`src/rtl/exc_esc_pkg.sv`:
```
package exc_esc_pkg;

  // Severity class recorded for the exception in delivery.
  typedef enum logic [1:0] {
    CLS_BENIGN  = 2'd0,
    CLS_CONTRIB = 2'd1,
    CLS_PAGE    = 2'd2,
    CLS_DOUBLE  = 2'd3
  } exc_cls_e;

endpackage

```
`src/rtl/exc_vec_classify.sv`:
```
module exc_vec_classify
  import exc_esc_pkg::*;
#(
  parameter int          VEC_W      = 8,
  parameter int          NUM_VEC    = 32,
  parameter int          DF_VEC     = 8,
  parameter logic [31:0] CONTRIB_MK = 32'h0000_3C01,
  parameter logic [31:0] PAGE_MK    = 32'h0010_4000,
  parameter logic [31:0] ERRPUSH_MK = 32'h0002_7D00,
  parameter logic [31:0] RAWBIT0_MK = 32'h0000_4100,
  parameter logic [31:0] NOFAULT_MK = 32'h0004_0018
) (
  input  logic [VEC_W-1:0] vec,
  output logic             legal,
  output exc_cls_e         cls,
  output logic             has_err,
  output logic             keep_bit0,
  output logic             is_fault
);
  localparam int IDX_W = $clog2(NUM_VEC);

  logic [IDX_W-1:0] idx;

  assign idx       = vec[IDX_W-1:0];
  assign legal     = (vec < VEC_W'(NUM_VEC));
  assign has_err   = ERRPUSH_MK[idx];
  assign keep_bit0 = RAWBIT0_MK[idx];
  assign is_fault  = !NOFAULT_MK[idx];

  always_comb begin
    if (idx == IDX_W'(DF_VEC))  cls = CLS_DOUBLE;
    else if (CONTRIB_MK[idx])   cls = CLS_CONTRIB;
    else if (PAGE_MK[idx])      cls = CLS_PAGE;
    else                        cls = CLS_BENIGN;
  end

endmodule

```
`src/rtl/exc_escalate.sv`:
```
module exc_escalate
  import exc_esc_pkg::*;
(
  input  logic     clk,
  input  logic     rst,
  input  logic     raise,
  input  logic     legal,
  input  exc_cls_e cls,
  input  logic     is_fault,
  input  logic     done,
  output logic     in_flight,
  output logic     promote,
  output logic     kill,
  output logic     accept
);
  exc_cls_e rec_q, rec_eff;
  logic     busy_q;

  // Completion in the same cycle is applied before the new raise is judged.
  assign rec_eff   = done ? CLS_BENIGN : rec_q;
  assign in_flight = done ? 1'b0 : busy_q;

  always_comb begin
    kill    = raise && legal && (rec_eff == CLS_DOUBLE) && is_fault;
    promote = 1'b0;
    if (raise && legal && !kill) begin
      unique case (rec_eff)
        CLS_CONTRIB: promote = (cls == CLS_CONTRIB);
        CLS_PAGE:    promote = (cls == CLS_CONTRIB) || (cls == CLS_PAGE);
        default:     promote = 1'b0;
      endcase
    end
    accept = raise && legal && !kill;
  end

  always_ff @(posedge clk) begin
    if (rst) begin
      rec_q  <= CLS_BENIGN;
      busy_q <= 1'b0;
    end else if (accept) begin
      busy_q <= 1'b1;
      if (promote)                rec_q <= CLS_DOUBLE;
      else if (cls != CLS_BENIGN) rec_q <= cls;
      else                        rec_q <= rec_eff;
    end else begin
      rec_q  <= rec_eff;
      busy_q <= in_flight;
    end
  end

  a_r9_done_clears: assert property (@(posedge clk) disable iff (rst)
    (done && !raise) |=> (rec_q == CLS_BENIGN) && !busy_q);

  a_r2_promote_records_double: assert property (@(posedge clk) disable iff (rst)
    promote |=> (rec_q == CLS_DOUBLE) && busy_q);

  a_r7_kill_needs_double: assert property (@(posedge clk) disable iff (rst)
    kill |-> !promote && !accept);

  a_r10_illegal_keeps_class: assert property (@(posedge clk) disable iff (rst)
    (raise && !legal && !done) |=> $stable(rec_q));

endmodule

```
`src/rtl/exc_err_form.sv`:
```
module exc_err_form #(
  parameter int ERR_W = 16
) (
  input  logic [ERR_W-1:0] raw,
  input  logic             ext_bit,
  input  logic             keep_bit0,
  input  logic             has_err,
  input  logic             promote,
  input  logic             real_mode,
  output logic [ERR_W-1:0] err,
  output logic             push
);
  always_comb begin
    if (real_mode || promote) err = '0;
    else if (keep_bit0)       err = raw;
    else                      err = {raw[ERR_W-1:1], ext_bit};
    push = !real_mode && (promote || has_err);
  end

endmodule

```
`src/rtl/exc_fault_resolver.sv`:
```
module exc_fault_resolver
  import exc_esc_pkg::*;
#(
  parameter int VEC_W   = 8,
  parameter int ERR_W   = 16,
  parameter int NUM_VEC = 32,
  parameter int DF_VEC  = 8
) (
  input  logic             clk,
  input  logic             rst,
  input  logic             raise_valid,
  input  logic [VEC_W-1:0] raise_vec,
  input  logic [ERR_W-1:0] raise_err,
  input  logic             ext_in,
  input  logic             real_mode,
  input  logic             deliver_done,
  output logic             dlv_valid,
  output logic [VEC_W-1:0] dlv_vec,
  output logic [ERR_W-1:0] dlv_err,
  output logic             dlv_push_err,
  output logic             dlv_restore_ip,
  output logic             shutdown_req,
  output logic             vec_illegal
);
  logic             legal, has_err, keep_bit0, is_fault;
  exc_cls_e         cls;
  logic             in_flight, promote, kill, accept;
  logic [ERR_W-1:0] err_c;
  logic             push_c;

  exc_vec_classify #(.VEC_W(VEC_W), .NUM_VEC(NUM_VEC), .DF_VEC(DF_VEC)) u_cls (
    .vec(raise_vec), .legal(legal), .cls(cls), .has_err(has_err),
    .keep_bit0(keep_bit0), .is_fault(is_fault)
  );

  exc_escalate u_esc (
    .clk(clk), .rst(rst), .raise(raise_valid), .legal(legal), .cls(cls),
    .is_fault(is_fault), .done(deliver_done), .in_flight(in_flight),
    .promote(promote), .kill(kill), .accept(accept)
  );

  exc_err_form #(.ERR_W(ERR_W)) u_err (
    .raw(raise_err), .ext_bit(ext_in | in_flight), .keep_bit0(keep_bit0),
    .has_err(has_err), .promote(promote), .real_mode(real_mode),
    .err(err_c), .push(push_c)
  );

  always_ff @(posedge clk) begin
    if (rst) begin
      dlv_valid      <= 1'b0;
      dlv_vec        <= '0;
      dlv_err        <= '0;
      dlv_push_err   <= 1'b0;
      dlv_restore_ip <= 1'b0;
      shutdown_req   <= 1'b0;
      vec_illegal    <= 1'b0;
    end else begin
      dlv_valid    <= accept;
      shutdown_req <= kill;
      vec_illegal  <= raise_valid && !legal;
      if (accept) begin
        dlv_vec        <= promote ? VEC_W'(DF_VEC) : raise_vec;
        dlv_err        <= err_c;
        dlv_push_err   <= push_c;
        dlv_restore_ip <= promote || is_fault;
      end
    end
  end

  a_r7_no_deliver_on_shutdown: assert property (@(posedge clk) disable iff (rst)
    shutdown_req |-> !dlv_valid);

  a_r10_illegal_alone: assert property (@(posedge clk) disable iff (rst)
    vec_illegal |-> !dlv_valid && !shutdown_req);

  a_r8_real_mode_zero_code: assert property (@(posedge clk) disable iff (rst)
    (raise_valid && real_mode) |=> !dlv_push_err && (dlv_err == '0));

  a_r6_traps_no_restore: assert property (@(posedge clk) disable iff (rst)
    (dlv_valid && (dlv_vec == VEC_W'(3) || dlv_vec == VEC_W'(4) || dlv_vec == VEC_W'(18)))
      |-> !dlv_restore_ip);

  a_r1_idle_quiet: assert property (@(posedge clk) disable iff (rst)
    !raise_valid |=> !dlv_valid && !shutdown_req && !vec_illegal);

endmodule

```
`config.mk`:
```
export PLATFORM = sky130hd
export DESIGN_NAME = exc_fault_resolver
export DESIGN_NICKNAME = d
export VERILOG_FILES = /design/src/rtl/exc_esc_pkg.sv /design/src/rtl/exc_vec_classify.sv /design/src/rtl/exc_escalate.sv /design/src/rtl/exc_err_form.sv /design/src/rtl/exc_fault_resolver.sv
export SDC_FILE = /design/constraint.sdc
export NUM_CORES = 1
export LEC_CHECK = 0
export BUFFER_PORTS_ARGS = -buffer_cell sky130_fd_sc_hd__buf_2
export CAP_MARGIN = 20
export CORE_MARGIN = 2
export CORE_UTILIZATION = 46
export DETAILED_ROUTE_END_ITERATION = 16
export HOLD_SLACK_MARGIN = 0.02
export PLACE_DENSITY = 0.78
export SLEW_MARGIN = 20
export SYNTH_ARGS = -nofsm -noshare
export SYNTH_HDL_FRONTEND = slang
export SYNTH_SLANG_ARGS = --single-unit
```
`constraint.sdc`:
```
create_clock -name clk -period 3 [get_ports clk]
set_clock_uncertainty 0.1 [all_clocks]
set_input_delay 0.6 -clock clk [delete_from_list [all_inputs] [get_ports clk]]
set_output_delay 0.6 -clock clk [all_outputs]
set_load 0.1 [all_outputs]
```
==> results.sh <==
export IMPL_status="finished, violations left"
export IMPL_violations="design-rule violations"
export IMPL_yosys_top_cells_area="dfxtp_1 47%, a22o_1 10%, ha_1 3.6%, nand2b_1 2.7%, nand2_1 2.5%"
export IMPL_ys_seq_elements=32
export IMPL_antenna_found_initial=0
export IMPL_fmax_ghz=0.3702
export IMPL_drive_gt1_frac=0.3862
export IMPL_post_cts_resized=0
export IMPL_die_w_um=58.63
export IMPL_nFillCells=262
export IMPL_crit_type="input pin to register"
export IMPL_finalMaxSlewViolations=0
export IMPL_root_buffer="clkbuf_4"
export IMPL_grt_overflow=0
export IMPL_core_area_um2=2805
export IMPL_multi_input_area_um2=665.6
export IMPL_yosys_area_top_type_share=0.4667
export IMPL_dr_pass1_iters=10
export IMPL_post_synth_top_count_cell="dfxtp_1"
export IMPL_routed_wirelength_um=3039
export IMPL_synth_area_um2=1373
export IMPL_rsz0062_at_grt="no"
export IMPL_place_detailed_hpwl_um=2224
export IMPL_p_int_w=0.0006405
export IMPL_period_needed_ns=2.701
export IMPL_p_sw_frac=0.2561
export IMPL_start_util=0.4893
export IMPL_yosysUniqueCellTypes=41
export IMPL_tightest_slew_ns=0.8108
export IMPL_grt_start_max_net_pins=20
export IMPL_port_buffers=58
export IMPL_drc_errors=3
export IMPL_finalSetupViolations=0
export IMPL_dieHeight_um=58.63
export IMPL_p_clk_frac=0.361
export IMPL_crit_required_ns=3.16
export IMPL_dp_cells=212
export IMPL_yosysTopAreaCell="dfxtp_1"
export IMPL_yosysSeqAreaShare=0.4667
export IMPL_dr_total_vias=1189
export IMPL_diodes=0
export IMPL_yosys_most_used_dff="dfxtp_1"
export IMPL_postCtsHoldBufs=0
export IMPL_setup_tns_ns=0
export IMPL_grt_pass1_vias=1098
export IMPL_critPathMaxFanout=16
export IMPL_routedWlPerCell_um=13.81
export IMPL_min_period_over_period=0.9003
export IMPL_synthTopCellsByCount="32 x dfxtp_1, 16 x a22o_1, 9 x nand2_1"
export IMPL_seq_area_um2=640.6
export IMPL_post_cts_setup_buffers=0
export IMPL_io_pins=59
export IMPL_place_gp_congestion=0.8688
export IMPL_ir_drop_mv=0.3479
export IMPL_p_leak_nw=0.7918
export IMPL_clock_latency_ns=0.32
export IMPL_dr_first_iter_drc_count=32
export IMPL_layout_nets=222
export IMPL_clkTransAtPathRegs_ns=0.09
export IMPL_cts_tree="done"
export IMPL_syn_num_nets=166
export IMPL_slew_headroom=0.4554
export IMPL_grt_pass1_wl_um=4623
export IMPL_pwr_share_seq=0.504
export IMPL_fin_cells=220
export IMPL_final_antenna_net_count=0
export IMPL_cp_end_kind="register"
export IMPL_clock_path_buffers=2
export IMPL_syn_area_per_cell_um2=10.40
export IMPL_htree_levels=2
export IMPL_die_area_um2=3437
export IMPL_power_density_nw_per_um2=499.7
export IMPL_cts_buffers=5
export IMPL_async_reset_ff_frac=0
export IMPL_synthCells=132
export IMPL_start_kind="input pin"
export IMPL_cts_sinks=32
export IMPL_cp_arrival_ns=2.86
export IMPL_grt_usage=0.1781
export IMPL_p_comb_frac=0.136
export IMPL_rows=19
export IMPL_total_power_w=0.0008610
export IMPL_synth_edf_count=0
export IMPL_max_cap_viol_count=0
export IMPL_vias_per_cell=5.405
export IMPL_p_switching_w=0.0002205
export IMPL_yosys_warnings=0
export IMPL_hold_viol=0
export IMPL_area_growth_pct=25.52
export IMPL_hp_class="register to register"
==> logic make-up after synthesis <==
group / after synthesis / synth area share
xor+xnor: 1 / 0.006382
fa+ha+maj: 4 / 0.03646
buf+inv: 12 / 0.04830
simple gates: 48 / 0.2334
flops: 32 / 0.4667
mux: 1 / 0.008204
compound gates: 34 / 0.2005
==> metrics by stage <==
| step | setup slack, ns | hold slack [ns] | area [um2] | util |
|---|---|---|---|---|
| after floorplan | 0.3276 | 0.3600 | 1373 | - |
| after global placement | 0.09351 | 0.3375 | 1647 | 0.5870 |
| after detailed placement | -0.02578 | 0.3399 | 1647 | 0.5870 |
| after CTS | 0.3208 | 0.3697 | 1723 | 0.6142 |
| after global routing | 0.1522 | 0.3767 | 1723 | 0.6142 |
| final | 0.2990 | 0.3665 | 1723 | 0.6142 |
==> power by group through the flow <==
stage	logic, W	registers (W)	clock network, W
3_3_place_gp	0.000113	0.000443	0
3_5_place_dp	0.000116	0.000443	0
4_1_cts	0.000117	0.000434	0.000320
5_1_grt	0.000124	0.000435	0.000335
6_report	0.000117	0.000434	0.000310
2_1_floorplan	0.0000424	0.000485	0
==> sequential cells by signal, indices dropped and copies added, names as in the netlist <==
register / count
dlv_err: 16
dlv_push_err: 1
u_esc.rec_q: 2
shutdown_req: 1
u_esc.busy_q: 1
dlv_vec: 8
dlv_restore_ip: 1
dlv_valid: 1
vec_illegal: 1
==> placed cells by master (no fill, tap or decap), drive strengths merged, types with 2 or more instances in the layout <==
cell type	n
a21o	2
nand2	9
nand2b	6
ha	4
nand3b	2
buf	58
nor3	4
a22o	16
nor4	2
nand4	2
nand4bb	2
inv	3
a21oi	6
and2	3
nor2b	2
clkbuf	6
nor2	7
a221oi	3
dfxtp	32
nand3	4
==> per-layer routing <==
| metal | share of wire | GRT usage | vias up |
|---|---|---|---|
| met3 | 0.060 | 0.05055 | 5 |
| met4 | 0.013 | 0.09091 | 0 |
| li1 | - | - | 600 |
| met5 | 0 | 0 | - |
| met2 | 0.50 | 0.3034 | 41 |
| met1 | 0.43 | 0.2030 | 543 |
==> final cells by class <==
| type | count | share of cell area |
|---|---|---|
| multi-input cells | 88 | 0.3863 |
| flip-flops and latches | 32 | 0.3718 |
| repair buffers | 58 | 0.1685 |
| clock buffers | 6 | 0.02397 |
| well taps | 31 | 0.02251 |
| clock inverters | 2 | 0.02033 |
| inverters | 3 | 0.006536 |
==> critical path, stage by stage <==
cell and delay (ns):
buf_2 0.15, or3_1 0.37, a21o_1 0.20, ha_1 0.32
a21oi_1 0.22, a221oi_2 0.12, nor4_4 0.63, a22o_1 0.25
==> final timing paths <==
kind / to / cells past startpoint / startpoint / slack (ns)
hold reg to reg: dlv_vec[5] / 1 / dlv_vec[5] / 0.37
setup / recovery: dlv_err[10] / 8 / raise_vec[2] / 0.30
hold / removal: dlv_vec[5] / 1 / dlv_vec[5] / 0.37
setup reg to reg: dlv_err[10] / 7 / u_esc.rec_q[0] / 0.76
(Power assumes the default switching activity.)
